`src/rtl/regbank_pkg.sv`:
```
package regbank_pkg;
    localparam int unsigned CH_N    = 8;
    localparam int unsigned DATA_W  = 8;
    localparam int unsigned ADDR_W  = 4;
    localparam int unsigned WORD_W  = ADDR_W + DATA_W;
    localparam logic [DATA_W-1:0] MID_VAL = DATA_W'(1) << (DATA_W - 1);
endpackage

```
`src/rtl/rb_shift_chain.sv`:
```
module rb_shift_chain #(
    parameter int unsigned WORD_W = 12
) (
    input  logic              clk,
    input  logic              rst_n,
    input  logic              sdi,
    output logic [WORD_W-1:0] word_o,
    output logic              sdo
);
    typedef struct packed {
        logic [WORD_W-1:0] sr;
    } chain_t;

    chain_t c_d, c_q;

    always_comb begin
        c_d    = c_q;
        c_d.sr = {c_q.sr[WORD_W-2:0], sdi};
    end

    always_ff @(posedge clk) begin
        if (!rst_n) c_q <= '0;
        else        c_q <= c_d;
    end

    assign word_o = c_q.sr;
    assign sdo    = c_q.sr[WORD_W-1];


    entry_bit_chk: assert property (@(posedge clk) disable iff (!rst_n)
        $past(rst_n) |-> c_q.sr[0] == $past(sdi));

    chain_shift_chk: assert property (@(posedge clk) disable iff (!rst_n)
        $past(rst_n) |-> c_q.sr[WORD_W-1:1] == $past(c_q.sr[WORD_W-2:0]));
endmodule

```
`src/rtl/rb_addr_decode.sv`:
```
module rb_addr_decode #(
    parameter int unsigned ADDR_W = 4,
    parameter int unsigned CH_N   = 8
) (
    input  logic [ADDR_W-1:0] addr_i,
    input  logic              load_i,
    output logic [CH_N-1:0]   sel_o,
    output logic              noop_o
);
    for (genvar g = 0; g < CH_N; g++) begin : g_sel
        assign sel_o[g] = load_i && (addr_i == ADDR_W'(g + 1));
    end

    assign noop_o = load_i && ((addr_i == '0) || (32'(addr_i) > 32'(CH_N)));

    always_comb begin

        noop_quiet_chk: assert (!noop_o || sel_o == '0);

        sel_onehot_chk: assert ($onehot0(sel_o));
    end
endmodule

```
`src/rtl/rb_channel_bank.sv`:
```
module rb_channel_bank #(
    parameter int unsigned        CH_N    = 8,
    parameter int unsigned        DATA_W  = 8,
    parameter logic [DATA_W-1:0]  RST_VAL = 8'h80
) (
    input  logic                         clk,
    input  logic                         rst_n,
    input  logic [CH_N-1:0]              sel_i,
    input  logic [DATA_W-1:0]            data_i,
    output logic [CH_N-1:0][DATA_W-1:0]  chan_o,
    output logic [CH_N-1:0]              upd_o
);
    typedef struct packed {
        logic [CH_N-1:0][DATA_W-1:0] chan;
        logic [CH_N-1:0]             upd;
    } bank_t;

    localparam bank_t RST_BANK = '{chan: {CH_N{RST_VAL}}, upd: '0};

    bank_t b_d, b_q;

    always_comb begin
        b_d     = b_q;
        b_d.upd = '0;
        for (int i = 0; i < CH_N; i++) begin
            if (sel_i[i]) begin
                b_d.chan[i] = data_i;
                b_d.upd[i]  = 1'b1;
            end
        end
    end

    always_ff @(posedge clk) begin
        if (!rst_n) b_q <= RST_BANK;
        else        b_q <= b_d;
    end

    assign chan_o = b_q.chan;
    assign upd_o  = b_q.upd;


    upd_onehot_chk: assert property (@(posedge clk) disable iff (!rst_n)
        $onehot0(b_q.upd));

    upd_follows_sel_chk: assert property (@(posedge clk) disable iff (!rst_n)
        $past(rst_n) |-> b_q.upd == $past(sel_i));

    idle_hold_chk: assert property (@(posedge clk) disable iff (!rst_n)
        ($past(rst_n) && $past(sel_i) == '0) |-> $stable(b_q.chan));
endmodule

```
`src/rtl/octal_serial_regbank.sv`:
```
module octal_serial_regbank
    import regbank_pkg::*;
#(
    parameter int unsigned CHN   = CH_N,
    parameter int unsigned DW    = DATA_W,
    parameter int unsigned AW    = ADDR_W
) (
    input  logic                    clk,
    input  logic                    rst_n,
    input  logic                    sdi,
    input  logic                    load,
    output logic                    sdo,
    output logic [CHN-1:0][DW-1:0]  chan_val,
    output logic [CHN-1:0]          chan_upd
);
    localparam int unsigned WW = AW + DW;
    localparam logic [DW-1:0] MID = DW'(1) << (DW - 1);

    logic [WW-1:0]  word;
    logic [AW-1:0]  addr;
    logic [DW-1:0]  data;
    logic [CHN-1:0] sel;
    logic           noop;

    rb_shift_chain #(.WORD_W(WW)) u_chain (
        .clk    (clk),
        .rst_n  (rst_n),
        .sdi    (sdi),
        .word_o (word),
        .sdo    (sdo)
    );

    assign addr = word[WW-1:DW];
    assign data = word[DW-1:0];

    rb_addr_decode #(.ADDR_W(AW), .CH_N(CHN)) u_dec (
        .addr_i (addr),
        .load_i (load),
        .sel_o  (sel),
        .noop_o (noop)
    );

    rb_channel_bank #(.CH_N(CHN), .DATA_W(DW), .RST_VAL(MID)) u_bank (
        .clk    (clk),
        .rst_n  (rst_n),
        .sel_i  (sel),
        .data_i (data),
        .chan_o (chan_val),
        .upd_o  (chan_upd)
    );

    for (genvar g = 0; g < CHN; g++) begin : g_tgt

        load_target_chk: assert property (@(posedge clk) disable iff (!rst_n)
            (load && addr == AW'(g + 1)) |=> (chan_val[g] == $past(data) && chan_upd[g]));
    end


    noop_load_chk: assert property (@(posedge clk) disable iff (!rst_n)
        (load && (addr == '0 || 32'(addr) > 32'(CHN))) |=> (chan_upd == '0 && $stable(chan_val)));
endmodule

```
`config.mk`:
```
export PLATFORM = sky130hd
export DESIGN_NAME = octal_serial_regbank
export DESIGN_NICKNAME = d
export VERILOG_FILES = /design/src/rtl/regbank_pkg.sv /design/src/rtl/rb_shift_chain.sv /design/src/rtl/rb_addr_decode.sv /design/src/rtl/rb_channel_bank.sv /design/src/rtl/octal_serial_regbank.sv
export SDC_FILE = /design/constraint.sdc
export NUM_CORES = 1
export LEC_CHECK = 0
export ABC_AREA = 1
export CAP_MARGIN = 20
export CORE_MARGIN = 10
export CORE_UTILIZATION = 50
export CTS_BUF_LIST = sky130_fd_sc_hd__clkbuf_2
export DETAILED_ROUTE_END_ITERATION = 10
export GPL_TIMING_DRIVEN = 0
export PLACE_DENSITY = 0.91
export SLEW_MARGIN = 20
export SYNTH_ARGS = -nofsm -noshare
export SYNTH_HDL_FRONTEND = slang
export SYNTH_HIERARCHICAL = 1
export SYNTH_SLANG_ARGS = --single-unit
```
`constraint.sdc`:
```
create_clock -name clk -period 3.4 [get_ports clk]
set_input_delay 0.68 -clock clk [delete_from_list [all_inputs] [get_ports clk]]
set_output_delay 0.68 -clock clk [all_outputs]
set_load 0.03 [all_outputs]
```
==> out/qor.txt <==
CP endpoint kind - output port
CP Buf/Inv Count - 1
Area Overhead vs Synth - 29.3%
DRT Pass-1 Iters - 5
Outcome - completed
Root Driver - clkbuf_2
R2r setup slk - 1.96 ns
Post-CTS Repair Setup Buffers - 0
Vias in the first global route - 2,606
Vias per inst - 4.63
Fin nets - 525
DR DRC count - 0
Max frequency - 439 MHz
Total number of vias - 2,776
Worst EP required - 2.72 ns
Final Hold Viols - 0
Slew margin rel. - 62.2%
Antenna Cells - 0
Crit path time final - 2.28 ns
1st-iter DRT viols - 177
Synthesized Nets - 438
Synthesized cell area - 0.00317 mm²
Avg Synthesized Cell Area - 7.30 µm²
Worst skew pair latency - 0.50 ns
Max VDD drop - 0.233 mV
CTS buffer count - 9
H-tree depth - 3
Largest net degree at the start of global routing - 13
Die Ht - 99.6 µm
First-pass GRT wire length - 12,500 µm
Max cap viols - 0
Reg clk slew, reported paths - 0.21 ns
Worst hold-check path type - flip-flop to flip-flop
Core Rows - 28
Power per Cell Area - 353 mW/mm²
Final worst-path cycle share - 67.0%
Least-Margin Pin Slew - 0.567 ns
Setup violators final - 0
Clock buffer depth - 2
Worst-path cell chain - clkdlybuf4s50_1
CP delay by family, top - buffers and inverters
Synth Warn # - 6
Worst path max stage delay - 0.70 ns
PortBufs - 76
Fin. max-slew vios - 0
Placer congestion estimate - 0.791
Routed WL per cell - 13.3 µm
Total power - 1.45 mW
CTS Hold Bufs - 0
Share of layout cells above drive strength 1 - 7.62%
Pleak - 1.82 nW
Die width - 99.6 µm
WP data arrival - 1.60 ns
Worst setup path category - flip-flop to output port
Initial Utilization - 52.6%
CTS tree - built
Grt ovf - 0
Layout Skew - 0.0209 ns
Synthesized instance count - 434
Die area - 0.00992 mm²
CTS resizes - 0
DP HPWL - 5760 µm
GRT Overall Usage - 15.7%
I/O pin cnt - 77
WL final - 7950 µm
Core Area - 0.00603 mm²
Sinks on Clock Net - 84
Post-route setup TNS - 0 ns
RSZ-0062 raised after global routing - no
Crit start category - flip-flop
ANT nets after route - 0
Worst Path Max Fanout - 2
Initial antenna violation count - 0
Slowest CP cell - clkdlybuf4s50_1
-- power by group --
group	internal (mW)	switching [mW]	leakage, nW
Combinational	0.0229	0.0352	1.09
Clock	0.0919	0.308	0.0566
Sequential	0.988	0.00102	0.677
Total	1.10	0.344	1.82
-- worst paths after layout --
check,depth (start not counted),start,to
max,1,u_bank/chan_o[53],chan_val[53]
min,2,u_chain/word_o[3],u_chain/word_o[4]
max reg2reg,9,u_chain/word_o[11],u_bank/chan_o[31]
min reg2reg,2,u_chain/word_o[3],u_chain/word_o[4]
-- state kept, by name (all words and copies together), names as in the netlist --
name,flops
u_chain/word_o,12
u_bank/upd_o,8
u_bank/chan_o,64
-- area by class of cell --
class	count	area (µm²)
fillers	531	1930
repair buffers	76	761
inverters	39	146
multi-input cells	284	1080
plain buffers	27	259
clock buffers	11	55.1
flip-flops and latches	84	1680
clock inverters	4	17.5
well taps	75	93.8
-- metrics by stage --
step / hold WS (ns) / utilization, % / std cells / instance area (µm²) / worst slack (ns)
4_1_cts: 0.446 / 68.0 / 600 / 4100 / 1.08
6_report: 0.444 / 68.0 / 600 / 4100 / 1.12
2_1_floorplan: 0.411 / - / 434 / 3170 / 1.94
3_5_place_dp: 0.424 / 66.8 / 585 / 4020 / 1.26
3_3_place_gp: 0.417 / 66.8 / 585 / 4020 / 1.29
5_1_grt: 0.445 / 68.0 / 600 / 4100 / 1.01
-- per-layer routing --
layer	vias up	wire length [µm]	global-route usage [%]
met2	104	3970	27.5
met3	16	829	5.61
met5	-	0	0
li1	1436	-	-
met4	0	166	7.06
met1	1220	2990	16.5
-- placed cells by master, fill, tap and decap left out --
cell type	count
nand2_1	151
nor2_1	121
dfxtp_1	84
clkdlybuf4s50_1	76
inv_1	38
buf_6	16
clkbuf_2	11
buf_4	10
nand3_1	10
clkinv_1	2
clkinv_2	2
buf_1	1
inv_2	1
or2_1	1
nor3_1	1
No activity file was read; power rests on OpenSTA's default activity.
